===== src/rtl/evseq_pkg.sv =====
package evseq_pkg;

    // Event under service
    typedef enum logic [2:0] {
        EV_BOOT = 3'd0,
        EV_NMI  = 3'd1,
        EV_CALL = 3'd2,
        EV_RET  = 3'd3,
        EV_RTI  = 3'd4
    } evt_e;

    // Where a read word is captured
    typedef enum logic [1:0] {
        CAP_NONE  = 2'd0,
        CAP_PC_HI = 2'd1,
        CAP_PC_LO = 2'd2,
        CAP_FLAGS = 2'd3
    } cap_e;

    localparam int STEP_W = 3;

endpackage


===== src/rtl/evseq_nmi_catch.sv =====
module evseq_nmi_catch (
    input  logic clk_i,
    input  logic rst_ni,
    input  logic nmi_i,
    input  logic take_i,
    output logic pending_o
);
    typedef struct packed {
        logic prev;
        logic pend;
    } nst_t;

    nst_t n_d, n_q;

    always_comb begin
        n_d      = n_q;
        n_d.prev = nmi_i;
        if (take_i) begin
            n_d.pend = 1'b0;
        end
        if (nmi_i && !n_q.prev) begin
            n_d.pend = 1'b1;
        end
    end

    always_ff @(posedge clk_i or negedge rst_ni) begin
        if (!rst_ni) begin
            n_q <= '0;
        end else begin
            n_q <= n_d;
        end
    end

    assign pending_o = n_q.pend;

endmodule


===== src/rtl/evseq_step.sv =====
module evseq_step
    import evseq_pkg::*;
#(
    parameter int AW = 16,
    parameter int DW = 16,
    parameter int FW = 4,
    localparam int PCW = 2 * DW
) (
    input  evt_e              evt_i,
    input  logic [STEP_W-1:0] step_i,
    input  logic [AW-1:0]     sp_i,
    input  logic [PCW-1:0]    save_i,
    input  logic [FW-1:0]     fsave_i,
    output logic              we_o,
    output logic              last_o,
    output cap_e              cap_o,
    output logic [AW-1:0]     addr_o,
    output logic [DW-1:0]     wdata_o,
    output logic [AW-1:0]     sp_end_o
);
    localparam logic [AW-1:0] VEC_BOOT_HI = AW'(1);
    localparam logic [AW-1:0] VEC_BOOT_LO = AW'(0);
    localparam logic [AW-1:0] VEC_NMI_HI  = AW'(3);
    localparam logic [AW-1:0] VEC_NMI_LO  = AW'(2);
    localparam logic [AW-1:0] ONE         = AW'(1);
    localparam logic [AW-1:0] TWO         = AW'(2);
    localparam logic [AW-1:0] THREE       = AW'(3);
    localparam logic [AW-1:0] FOUR        = AW'(4);

    logic [DW-1:0] save_hi;
    logic [DW-1:0] save_lo;
    logic [DW-1:0] flag_word;

    assign save_hi   = save_i[PCW-1:DW];
    assign save_lo   = save_i[DW-1:0];
    assign flag_word = DW'(fsave_i);

    always_comb begin
        we_o     = 1'b0;
        last_o   = 1'b0;
        cap_o    = CAP_NONE;
        addr_o   = sp_i;
        wdata_o  = '0;
        sp_end_o = sp_i;
        unique case (evt_i)
            EV_BOOT: begin
                if (step_i == '0) begin
                    addr_o = VEC_BOOT_HI;
                    cap_o  = CAP_PC_HI;
                end else begin
                    addr_o = VEC_BOOT_LO;
                    cap_o  = CAP_PC_LO;
                    last_o = 1'b1;
                end
            end
            EV_NMI: begin
                sp_end_o = sp_i - FOUR;
                we_o     = 1'b1;
                case (step_i)
                    3'd0: begin addr_o = sp_i;         wdata_o = save_hi;   end
                    3'd1: begin addr_o = sp_i - ONE;   wdata_o = save_lo;   end
                    3'd2: begin addr_o = sp_i - TWO;   wdata_o = '0;        end
                    3'd3: begin addr_o = sp_i - THREE; wdata_o = flag_word; end
                    3'd4: begin
                        we_o   = 1'b0;
                        addr_o = VEC_NMI_HI;
                        cap_o  = CAP_PC_HI;
                    end
                    default: begin
                        we_o   = 1'b0;
                        addr_o = VEC_NMI_LO;
                        cap_o  = CAP_PC_LO;
                        last_o = 1'b1;
                    end
                endcase
            end
            EV_CALL: begin
                sp_end_o = sp_i - TWO;
                we_o     = 1'b1;
                if (step_i == '0) begin
                    addr_o  = sp_i;
                    wdata_o = save_hi;
                end else begin
                    addr_o  = sp_i - ONE;
                    wdata_o = save_lo;
                    last_o  = 1'b1;
                end
            end
            EV_RET: begin
                sp_end_o = sp_i + TWO;
                if (step_i == '0) begin
                    addr_o = sp_i + TWO;
                    cap_o  = CAP_PC_HI;
                end else begin
                    addr_o = sp_i + ONE;
                    cap_o  = CAP_PC_LO;
                    last_o = 1'b1;
                end
            end
            default: begin
                sp_end_o = sp_i + FOUR;
                case (step_i)
                    3'd0: begin addr_o = sp_i + FOUR;  cap_o = CAP_PC_HI; end
                    3'd1: begin addr_o = sp_i + THREE; cap_o = CAP_PC_LO; end
                    3'd2: begin addr_o = sp_i + TWO;   cap_o = CAP_NONE;  end
                    default: begin
                        addr_o = sp_i + ONE;
                        cap_o  = CAP_FLAGS;
                        last_o = 1'b1;
                    end
                endcase
            end
        endcase
    end

endmodule


===== src/rtl/evseq_ctrl.sv =====
module evseq_ctrl
    import evseq_pkg::*;
#(
    parameter int AW = 16,
    parameter int DW = 16,
    parameter int FW = 4,
    localparam int PCW = 2 * DW
) (
    input  logic           clk_i,
    input  logic           rst_ni,
    input  logic           nmi_i,
    input  logic           call_i,
    input  logic           ret_i,
    input  logic           rti_i,
    input  logic [PCW-1:0] call_target_i,
    input  logic [PCW-1:0] cur_pc_i,
    input  logic [FW-1:0]  flags_i,
    output logic           ready_o,
    output logic           mem_req_o,
    output logic           mem_we_o,
    output logic [AW-1:0]  mem_addr_o,
    output logic [DW-1:0]  mem_wdata_o,
    input  logic [DW-1:0]  mem_rdata_i,
    input  logic           mem_ready_i,
    output logic           redirect_o,
    output logic           flush_o,
    output logic [PCW-1:0] pc_o,
    output logic           flags_load_o,
    output logic [FW-1:0]  flags_o,
    output logic [AW-1:0]  sp_o
);
    localparam logic [AW-1:0] SP_TOP = '1;

    typedef struct packed {
        logic              busy;
        logic              boot;
        evt_e              evt;
        logic [STEP_W-1:0] step;
        logic [AW-1:0]     sp;
        logic [PCW-1:0]    save;
        logic [FW-1:0]     fsave;
        logic [PCW-1:0]    acc;
        logic [PCW-1:0]    pc;
        logic [FW-1:0]     flags;
        logic              redirect;
        logic              fload;
    } st_t;

    st_t s_d, s_q;

    logic          nmi_pend;
    logic          take_nmi;
    logic          st_we;
    logic          st_last;
    cap_e          st_cap;
    logic [AW-1:0] st_addr;
    logic [DW-1:0] st_wdata;
    logic [AW-1:0] st_sp_end;

    evseq_nmi_catch u_nmi (
        .clk_i     (clk_i),
        .rst_ni    (rst_ni),
        .nmi_i     (nmi_i),
        .take_i    (take_nmi),
        .pending_o (nmi_pend)
    );

    evseq_step #(.AW(AW), .DW(DW), .FW(FW)) u_step (
        .evt_i    (s_q.evt),
        .step_i   (s_q.step),
        .sp_i     (s_q.sp),
        .save_i   (s_q.save),
        .fsave_i  (s_q.fsave),
        .we_o     (st_we),
        .last_o   (st_last),
        .cap_o    (st_cap),
        .addr_o   (st_addr),
        .wdata_o  (st_wdata),
        .sp_end_o (st_sp_end)
    );

    always_comb begin
        s_d          = s_q;
        s_d.redirect = 1'b0;
        s_d.fload    = 1'b0;
        take_nmi     = 1'b0;
        if (!s_q.busy) begin
            s_d.step = '0;
            if (s_q.boot) begin
                s_d.busy = 1'b1;
                s_d.boot = 1'b0;
                s_d.evt  = EV_BOOT;
            end else if (nmi_pend) begin
                take_nmi  = 1'b1;
                s_d.busy  = 1'b1;
                s_d.evt   = EV_NMI;
                s_d.save  = cur_pc_i;
                s_d.fsave = flags_i;
            end else if (call_i) begin
                s_d.busy = 1'b1;
                s_d.evt  = EV_CALL;
                s_d.save = cur_pc_i + PCW'(1);
                s_d.acc  = call_target_i;
            end else if (ret_i) begin
                s_d.busy = 1'b1;
                s_d.evt  = EV_RET;
            end else if (rti_i) begin
                s_d.busy = 1'b1;
                s_d.evt  = EV_RTI;
            end
        end else if (mem_ready_i) begin
            case (st_cap)
                CAP_PC_HI: s_d.acc[PCW-1:DW] = mem_rdata_i;
                CAP_PC_LO: s_d.acc[DW-1:0]   = mem_rdata_i;
                CAP_FLAGS: s_d.flags         = mem_rdata_i[FW-1:0];
                default:   ;
            endcase
            if (st_last) begin
                s_d.busy     = 1'b0;
                s_d.sp       = st_sp_end;
                s_d.pc       = s_d.acc;
                s_d.redirect = 1'b1;
                s_d.fload    = (s_q.evt == EV_RTI);
            end else begin
                s_d.step = s_q.step + STEP_W'(1);
            end
        end
    end

    always_ff @(posedge clk_i or negedge rst_ni) begin
        if (!rst_ni) begin
            s_q      <= '0;
            s_q.boot <= 1'b1;
            s_q.sp   <= SP_TOP;
        end else begin
            s_q <= s_d;
        end
    end

    assign ready_o      = !s_q.busy && !s_q.boot && !nmi_pend;
    assign mem_req_o    = s_q.busy;
    assign mem_we_o     = s_q.busy && st_we;
    assign mem_addr_o   = st_addr;
    assign mem_wdata_o  = st_wdata;
    assign redirect_o   = s_q.redirect;
    assign flush_o      = s_q.redirect;
    assign pc_o         = s_q.pc;
    assign flags_load_o = s_q.fload;
    assign flags_o      = s_q.flags;
    assign sp_o         = s_q.sp;

endmodule


===== config.mk =====
export PLATFORM = sky130hd
export DESIGN_NAME = evseq_ctrl
export DESIGN_NICKNAME = d
export VERILOG_FILES = /design/src/rtl/evseq_pkg.sv /design/src/rtl/evseq_nmi_catch.sv /design/src/rtl/evseq_step.sv /design/src/rtl/evseq_ctrl.sv
export SDC_FILE = /design/constraint.sdc
export NUM_CORES = 1
export LEC_CHECK = 0
export BUFFER_PORTS_ARGS = -buffer_cell sky130_fd_sc_hd__buf_2
export CAP_MARGIN = 15
export CORE_MARGIN = 3
export CORE_UTILIZATION = 25
export CTS_BUF_LIST = sky130_fd_sc_hd__clkbuf_8 sky130_fd_sc_hd__clkbuf_16
export CTS_CLUSTER_DIAMETER = 100
export CTS_CLUSTER_SIZE = 25
export DETAILED_ROUTE_END_ITERATION = 16
export MAX_ROUTING_LAYER = met4
export PLACE_DENSITY = 0.46
export SETUP_SLACK_MARGIN = 0.4
export SLEW_MARGIN = 20
export SYNTH_ARGS = -nofsm -noshare
export SYNTH_HDL_FRONTEND = slang
export SYNTH_HIERARCHICAL = 1
export SYNTH_SLANG_ARGS = --single-unit

===== constraint.sdc =====
create_clock -name clk_i -period 3.5 [get_ports clk_i]
set_input_delay 0.7 -clock clk_i [delete_from_list [all_inputs] [get_ports clk_i]]
set_output_delay 0.7 -clock clk_i [all_outputs]
set_load 0.05 [all_outputs]

==> metrics, run 1 <==
gr ovfl total=0; vias in the first global route=about 12000; CTS buffer count=17; Setup crit end kind=output pin; setup_tns=-576 ps; outcome=complete, but fails checks; RR Startpoint=s_q[127]; worst path required time=2800 ps; max-cap viol count=0; post-synthesis cell count=approximately 1400; # nets final=1741; RSZ-0062 raised after global routing=true; Slew Limit Fails=0; CP Cell Sequence=buf_6 -> buf_4 -> nor4b_4 -> a21oi_1 -> a211oi_1 -> a311oi_2 -> a2111oi_4 -> buf_4 -> a31oi_4 -> buf_6; count leader, synth=nand2_1; Least-Margin Pin Slew=699 ps; Post-synth EDFFs=0; Synth Flop Type=dfrtp_1; via count=12200; Clock Tree Buf Depth=2; cell row count=77; failing checks=negative setup slack; WL/cell=22.0 µm; CTS clk-pin slew, worst paths=70 ps; Netlist cell types=96; Yosys Warn Count=6; Final ANT Viol Nets=0; CP Launch Point=sp_o[4]; DRC viols=0; Crit path buffers/inverters=4; GR Util All Layers=0.205; Leak Pwr=6.34 nW; Pre-antenna DRT Iters=7; CTS sink count=roughly 130; crit path kind=reg2out; Final Hold Viols=0; Netlist Area Pre-Place=11500 µm²; die area=48500 µm²; crit start category=flip-flop; fmax=274 MHz; die width=~220 µm; Worst Skew=around 19 ps; CP Data Arrival Time=2940 ps; Worst VDD drop=0.803 mV; post-synthesis sequential area ratio=0.290; Hold Crit Class=in2async; Die Y=220 µm; layout cell share with drive strength beyond 1=0.347; post-layout min period=~3600 ps; Port Buffers=180; antenna violations before repair=2; largest net degree at the start of global routing=66; root buf cell=clkbuf_16; total core area=approximately 45000 µm²; top post-synthesis cells by area=dfrtp_1 25%, o21ai_0 5.4%, nand2_1 5.2%, a21oi_1 5.0%, dfstp_2 3.9%; Starting DRT DRC Count=~1100; final hold slack=224 ps; Avg Cell Area, Syn=7.93 µm²; routability congestion estimate=0.931; io pins=181; slew margin rel.=0.530; first-pass GRT wire length=73700 µm; Final setup viols=9; final worst slack=-144 ps; area leader, netlist=dfrtp_1; H-tree Lvls=4; synthesized flop and latch total=132; final worst path period share=1.04; CP Max Fanout=11; post-synthesis net count=1549; family with the most delay on the worst path=compound AO/OA/AOI/OAI gates; initial core utilization=0.256; Largest stage delay, worst path=540 ps; Clock Latency Late Sink=450 ps; slowest CP cell=dfstp_4; pwr dens=1140 nW/µm²; share of flip-flops with an asynchronous set or reset=1.00; CTS tree=built; drt total wl=49500 µm; Synth top area share=0.251; Final HPWL DP=35200 µm; post-DR vias/cell=around 5.4; area delta synth->final=31.7%; most frequent cells after synthesis=158 x nand2_1, 124 x o21ai_0, 115 x dfrtp_1, 114 x a21oi_1, 94 x nor2_1; Layout Utilization=0.337
-- repair_timing --
action	4_1_cts	5_1_grt
hold buffers	0	0
setup buffers	26	33
endpoints found under the hold margin	0	0
setup endpoints to repair	32	31
pin swaps	27	43
gates cloned	2	1
gates resized for setup	89	105
-- metrics by stage --
stage / power [W] / worst slack, ps / cells / cell area [µm²]
after floorplan: 0.0107 / 262 / 1447 / 11600
after global placement: 0.0138 / -64.5 / 2150 / 13200
after detailed placement: 0.0138 / -53.6 / 2150 / 13200
after CTS: 0.0164 / -140 / 2210 / 14400
after global routing: 0.0182 / -245 / 2246 / 15100
final: 0.0172 / -144 / 2246 / 15100
-- state kept, by name, summed over array words and instances, names as in the netlist --
signal	count
u_nmi/n_q	1
s_q	75
flush_o	1
u_nmi/pending_o	1
pc_o	32
flags_o	4
sp_o	16
mem_req_o	1
flags_load_o	1
-- kinds of logic after synthesis --
family | synth area share
AOI/OAI and AO/OA | 0.256
xor gates and xnor gates | 0.0496
adders and majority gates | 0.0120
buffers and inverters | 0.0966
DFF | 0.290
muxes | 0.0586
and+or+nand+nor | 0.237
-- where the power goes --
group | internal [W] | leakage (nW) | switching (W) | total [W]
clock | 0.00102 | 0.289 | 0.000833 | 0.00185
sequential | 0.00232 | 1.53 | 0.000625 | 0.00295
combinational | 0.00458 | 4.52 | 0.00786 | 0.0124
total | 0.00792 | 6.34 | 0.00932 | 0.0172
-- worst reg2reg max path: stages, from the launching register on --
cell and delay [ps]:
dfrtp_2 420, buf_6 210, inv_1 140, buf_4 270, o22ai_1 360, nand2b_1 440, buf_4 310, mux2i_1 330
o21ai_0 120
-- layer usage --
metal	global-route usage	wire length, µm	up-vias
met5	-	0	-
met4	0.0637	1300	0
met3	0.0389	3330	83
met2	0.318	22900	494
met1	0.270	21900	5991
li1	-	-	5665
-- area by class of cell --
class / instances / area (µm²)
Fill cell: 4732 / 29700
Multi-Input combinational cell: 1101 / 7680
Sequential cell: 132 / 3340
Timing Repair Buffer: 356 / 2640
Tap cell: 592 / 741
Clock buffer: 18 / 439
Clock inverter: 14 / 141
Inverter: 31 / 136
Antenna cell: 2 / 5.00
-- layout by cell type, fill, tap and decap left out, types with 15 or more instances in the layout --
cell type,n
buf_2,148
clkbuf_16,17
nand2b_1,36
mux2i_1,38
buf_6,46
a21oi_1,110
a31oi_1,34
xnor2_1,37
nand4_1,17
buf_4,148
dfstp_2,15
nand3_1,35
xor2_1,28
nor3_1,22
nor2_1,85
nand2_1,155
or4_1,18
o31ai_1,18
inv_1,21
a22o_1,15
o21ai_0,117
o21ai_1,16
mux2_2,25
dfrtp_1,110
-- final timing paths --
| check | slack [ps] | end | depth (start not counted) |
|---|---|---|---|
| max in group asynchronous | 2410 | sp_o[3] | 2 |
| min in group clk_i | 390 | u_nmi/n_q[1] | 1 |
| hold / removal | 220 | flush_o | 1 |
| setup reg to reg | 760 | pc_o[3] | 8 |
| setup / recovery | -140 | mem_addr_o[10] | 10 |
| hold reg to reg | 440 | u_nmi/pending_o | 1 |
Power figures use the tool's default switching activity.
==> run 2: changes to the inputs <==
--- a/config.mk
+++ b/config.mk
@@ -8,13 +8,13 @@
 export BUFFER_PORTS_ARGS = -buffer_cell sky130_fd_sc_hd__buf_2
 export CAP_MARGIN = 15
 export CORE_MARGIN = 3
-export CORE_UTILIZATION = 25
+export CORE_UTILIZATION = 30
 export CTS_BUF_LIST = sky130_fd_sc_hd__clkbuf_8 sky130_fd_sc_hd__clkbuf_16
 export CTS_CLUSTER_DIAMETER = 100
 export CTS_CLUSTER_SIZE = 25
 export DETAILED_ROUTE_END_ITERATION = 16
 export MAX_ROUTING_LAYER = met4
-export PLACE_DENSITY = 0.46
+export PLACE_DENSITY = 0.52
 export SETUP_SLACK_MARGIN = 0.4
 export SLEW_MARGIN = 20
 export SYNTH_ARGS = -nofsm -noshare
==> run 2 against run 1 <==
The run still ends with negative setup slack left. Utilization increased by 5.8 points. Final area shrank 1.6%. Global-route usage grew 2.3 points. Sequential power increased by 2%. Register-to-register slack lost 60 ps. Die area shrank 16%. Non-clock buffer count down 33. Critical path depth grew 1. Critical path type unchanged. Largest cell class unchanged. Largest power group unchanged.
==> metrics, run 2 (synthesized netlist as in run 1, its figures left out) <==
CP Data Arrival Time=2870 ps; CTS clk-pin slew, worst paths=~70 ps; RSZ-0062 raised after global routing=true; Reg area=3340 µm²; final worst path period share=1.02; post-layout min period=3570 ps; Worst Skew=around 18 ps; via count=12100; final hold slack=273 ps; clock power share=0.114; Pre-antenna DRT Iters=6; Combinational Power Share=0.709; Leak Pwr=6.21 nW; Final ANT Viol Nets=0; Switching Share=0.533; sequential power share=0.177; max-cap viol count=0; Hold Crit Class=in2async; Int Pwr=0.00795 W; DRC viols=0; Slew Limit Fails=0; total core area=37700 µm²; Clock Tree Buf Depth=2; CTS sink count=132; GR Util All Layers=0.228; CTS buffer count=17; # nets final=1707; Setup crit end kind=output pin; Starting DRT DRC Count=1052; slowest CP cell=dfstp_2; failing checks=negative setup slack; largest net degree at the start of global routing=70; Final HPWL DP=33000 µm; CTS Hold Bufs=0; Psw=0.00908 W; area occupied by multi-input gates=7720 µm²; routability congestion estimate=just under 1; most frequent cells in the layout=155 x nand2_1, 148 x buf_2, 115 x o21ai_0, 114 x buf_4, 112 x dfrtp_1; Least-Margin Pin Slew=approximately 710 ps; Worst VDD drop=0.751 mV; drt total wl=46500 µm; Clock Latency Late Sink=440 ps; die width=~200 µm; antenna violations before repair=3; area delta synth->final=29.6%; H-tree Lvls=4; filler instances=3920; die area=40600 µm²; Final setup viols=5; crit start category=flip-flop; initial core utilization=0.305; Top reg by flops=s_q; Most common cell on crit path=buf_6; CTS tree=built; root buf cell=clkbuf_16; layout cell share with drive strength beyond 1=0.337; fmax=280 MHz; Die Y=202 µm; Largest stage delay, worst path=650 ps; io pins=181; WL/cell=21.8 µm; slew margin rel.=0.526; worst path required time=2800 ps; placed insts=2049; Final Hold Viols=0; vias in the first global route=around 12000; fin cells=2132; crit path kind=reg2out; post-DR vias/cell=between 5 and 6; outcome=complete, but fails checks; max FFs per register=75; gr ovfl total=0; CP Max Fanout=4; first-pass GRT wire length=70600 µm; most common cell after layout, fill and taps aside=nand2_1; Port Buffers=180; CP Cell Sequence=clkinv_4 -> ha_4 -> and4bb_4 -> buf_6 -> a21oi_4 -> a211oi_2 -> a311oi_2 -> a2111oi_2 -> buf_4 -> a31oi_4 -> buf_6; cell row count=71; final worst slack=-72.1 ps; pwr dens=1140 nW/µm²
[run 2: cell count changes in the layout (fill, tap and decap cells not counted), moves of 3 or more]
cell / before / now
inv_8: 4 / 1
a21oi_1: 110 / 103
buf_4: 148 / 114
inv_1: 21 / 24
o21ai_1: 16 / 21
clkbuf_8: 1 / 4
o21ai_2: 7 / 3
a31oi_2: 0 / 3
inv_2: 7 / 4
nand2b_1: 36 / 39
a21oi_2: 3 / 9
[run 2: routing by layer]
metal,vias up,GRT usage,wire [µm],share of wire
li1,5580,-,-,-
met1,5940,0.299,20400,0.44
met2,509,0.345,21400,0.46
met3,91,0.0438,3130,0.067
met4,0,0.0927,1630,0.035
met5,-,-,0,0
[run 2: repair_timing]
action                                  CTS  global route
endpoints found under the setup margin   32            30
pin swaps                                29            39
resized for setup                       133            85
setup buffers                            26            20
cloned                                    1             1
endpoints found under the hold margin     0             0
[run 2: worst max-delay path, delay by kind of cell (launching register included)]
family,cells,cell delay (ps)
compound gates,5,830
flops,1,650
buf+inv,4,590
simple gates,1,210
fa+ha+maj,1,170
[run 2: layout make-up]
cell class / instances / share of cell area
antenna: 3 / 0.000505
sequential: 132 / 0.224
timing repair buffer: 323 / 0.162
multi-input combinational: 1100 / 0.519
tap: 511 / 0.0430
clock buffer: 21 / 0.0323
inverter: 31 / 0.00925
clock inverter: 11 / 0.0100
[run 2: through the flow]
step	total power, W	worst slack (ps)	util	area, µm²	TNS [ps]
after floorplan	0.0107	262	-	11600	0
after global placement	0.0134	126	0.344	12900	0
after detailed placement	0.0134	119	0.344	12900	0
after CTS	0.0164	-54.2	0.380	14300	-151
after global routing	0.0180	-130	0.395	14900	-758
final	0.0170	-72.1	0.395	14900	-151
[run 2: final timing paths]
kind	from	to	slack (ps)	depth (start not counted)
max in group asynchronous	rst_ni	sp_o[15]	2280	2
min	rst_ni	pc_o[8]	270	1
max	sp_o[1]	mem_addr_o[10]	-70	11
min in group clk_i	nmi_i	u_nmi/n_q[1]	400	1
max reg2reg	s_q[122]	s_q[65]	700	9
min reg2reg	u_nmi/n_q[1]	u_nmi/pending_o	440	1
[run 2: power groups by stage]
| stage | registers (W) | clock network, W | logic, W |
|---|---|---|---|
| final | 0.00301 | 0.00195 | 0.0121 |
| after global routing | 0.00311 | 0.00207 | 0.0128 |
| after CTS | 0.00302 | 0.00200 | 0.0113 |
| after detailed placement | 0.00302 | 0 | 0.0104 |
| after global placement | 0.00300 | 0 | 0.0104 |
| after floorplan | 0.00272 | 0 | 0.00793 |
==> run 3: changes to the inputs <==
--- a/config.mk
+++ b/config.mk
@@ -14,7 +14,6 @@
 export CTS_CLUSTER_SIZE = 25
 export DETAILED_ROUTE_END_ITERATION = 16
 export MAX_ROUTING_LAYER = met4
-export PLACE_DENSITY = 0.52
 export SETUP_SLACK_MARGIN = 0.4
 export SLEW_MARGIN = 20
 export SYNTH_ARGS = -nofsm -noshare
==> run 3 against run 2 <==
The flow still finishes with violations (negative setup slack). Register-to-register slack lost 40 ps. Via count grew 2.6%. Clock power shrank 11%. Combinational power is essentially flat. Global-route usage is 0.068 points higher. Final area rose by 1.5%. Sequential share of layout area decreased by 0.20 points. Final cell count up 2.0%. Worst setup slack worse by 26 ps. Largest power group unchanged.
==> metrics, run 3 (synthesized netlist as in run 1, its figures left out) <==
outcome=complete, but fails checks; failing checks=negative setup slack; clock power share=0.102; fin cells=approximately 2200; Psw=0.00926 W; CP Max Fanout=5; cell row count=71; Pre-antenna DRT Iters=6; Final Hold Viols=0; vias in the first global route=11800; post-DR vias/cell=5.72; final instance area=15100 µm²; slew margin rel.=0.538; Starting DRT DRC Count=1291; first-pass GRT wire length=between 70000 and 80000 µm; Combinational Power Share=0.720; # nets final=1745; pwr dens=around 1100 nW/µm²; via count=12400; RR Startpoint=s_q[124]; Hold Crit Class=in2async; Worst VDD drop=0.935 mV; io pins=around 180; WL/cell=21.8 µm; Die Y=202 µm; Int Pwr=around 0.0078 W; root buf cell=clkbuf_16; sequential power share=0.179; CTS sink count=132; placed insts=2065; area delta synth->final=31.6%; final worst path period share=1.03; filler instances=3853; largest net degree at the start of global routing=66; Leak Pwr=6.36 nW; max-cap viol count=0; Final setup viols=6; antenna violations before repair=7; CTS clk-pin slew, worst paths=70 ps; DRC viols=0; routability congestion estimate=0.987; die width=202 µm; final worst slack=-97.7 ps; initial core utilization=0.305; Top reg by flops=s_q; layout cell share with drive strength beyond 1=0.362; Setup crit end kind=output pin; Reg2Reg Capture Point=s_q[65]; Critical Path End=mem_addr_o[10]; reg2reg setup slack=660 ps; final hold slack=212 ps; Slew Limit Fails=0; drt total wl=roughly 47000 µm; die area=40600 µm²; Clock Tree Buf Depth=2; dpl cell area=13100 µm²; H-tree Lvls=4; Port Buffers=between 150 and 200; RSZ-0062 raised after global routing=true; Layout Utilization=0.401; total core area=37700 µm²; gr ovfl total=0; Least-Margin Pin Slew=692 ps; Register-to-Register Path Depth=10; crit path kind=reg2out; CTS buffer count=17; Final ANT Viol Nets=0; Final HPWL DP=32600 µm; most frequent cells in the layout=161 x buf_4, 155 x nand2_1, 148 x buf_2, 115 x o21ai_0, 109 x dfrtp_1; crit start category=flip-flop; CP Data Arrival Time=2900 ps; fmax=around 280 MHz; area occupied by multi-input gates=7760 µm²; Worst Skew=14.7 ps; CTS tree=built; post-layout min period=3600 ps; Reg area=3360 µm²; GR Util All Layers=0.228; most common cell after layout, fill and taps aside=buf_4; DP Worst Slack=46.2 ps; max FFs per register=75; Clock Latency Late Sink=450 ps; CP Launch Point=sp_o[1]; Switching Share=0.544; worst path required time=approximately 2800 ps
==> run 3: timing repair <==
action,in CTS,in global routing
buffers inserted,40,27
gates resized for setup,154,67
hold buffers,0,0
pin swaps,37,33
setup endpoints to repair,32,31
hold endpoints to repair,0,0
cloned,1,2
==> run 3: cell type report <==
| cell class | instances | share of cell area |
|---|---|---|
| Clock inverter | 14 | 0.00688 |
| Tap cell | 511 | 0.0423 |
| Antenna cell | 7 | 0.00116 |
| Clock buffer | 18 | 0.0291 |
| Timing Repair Buffer | 361 | 0.175 |
| Inverter | 31 | 0.00887 |
| Sequential cell | 132 | 0.222 |
| Multi-Input combinational cell | 1100 | 0.514 |
==> run 3: routing by layer <==
metal  wire length [µm]  vias to the layer above  share of wire  global-route usage
li1                   -                     5661              -                   -
met1              19900                     6021           0.42               0.298
met2              22200                      648           0.47               0.360
met3               4050                      101          0.085              0.0484
met4               1280                        0          0.027              0.0638
met5                  0                        -              0                   -
==> run 3: worst min-delay path by stage <==
stage / to / depth (start not counted) / startpoint
after floorplan: flags_load_o / 0 / rst_ni
after global placement: u_nmi/pending_o / 1 / u_nmi/n_q[1]
after detailed placement: u_nmi/pending_o / 1 / u_nmi/n_q[1]
after CTS: flush_o / 1 / rst_ni
after global routing: flush_o / 1 / rst_ni
final: flush_o / 1 / rst_ni
==> run 3: worst max-delay path, cell delays in order (launching register included) <==
cell and delay, ps:
dfstp_2 630, clkinv_4 100, ha_4 170, and4bb_2 260
a32o_2 280, a31oi_2 170, a311oi_2 80, a2111oi_4 340
buf_4 190, a31oi_4 30, buf_6 180
==> run 3: stage by stage <==
step | total power (W) | setup TNS [ps]
detailed placement | 0.0135 | 0
CTS | 0.0163 | -312
floorplan | 0.0107 | 0
global placement | 0.0134 | 0
global route | 0.0179 | -842
finish | 0.0170 | -372
==> run 3: power groups by stage <==
stage | registers, W | logic [W] | clock network, W
global placement | 0.00306 | 0.0104 | 0
detailed placement | 0.00309 | 0.0104 | 0
CTS | 0.00306 | 0.0114 | 0.00178
global route | 0.00313 | 0.0130 | 0.00183
finish | 0.00304 | 0.0122 | 0.00173
floorplan | 0.00272 | 0.00793 | 0
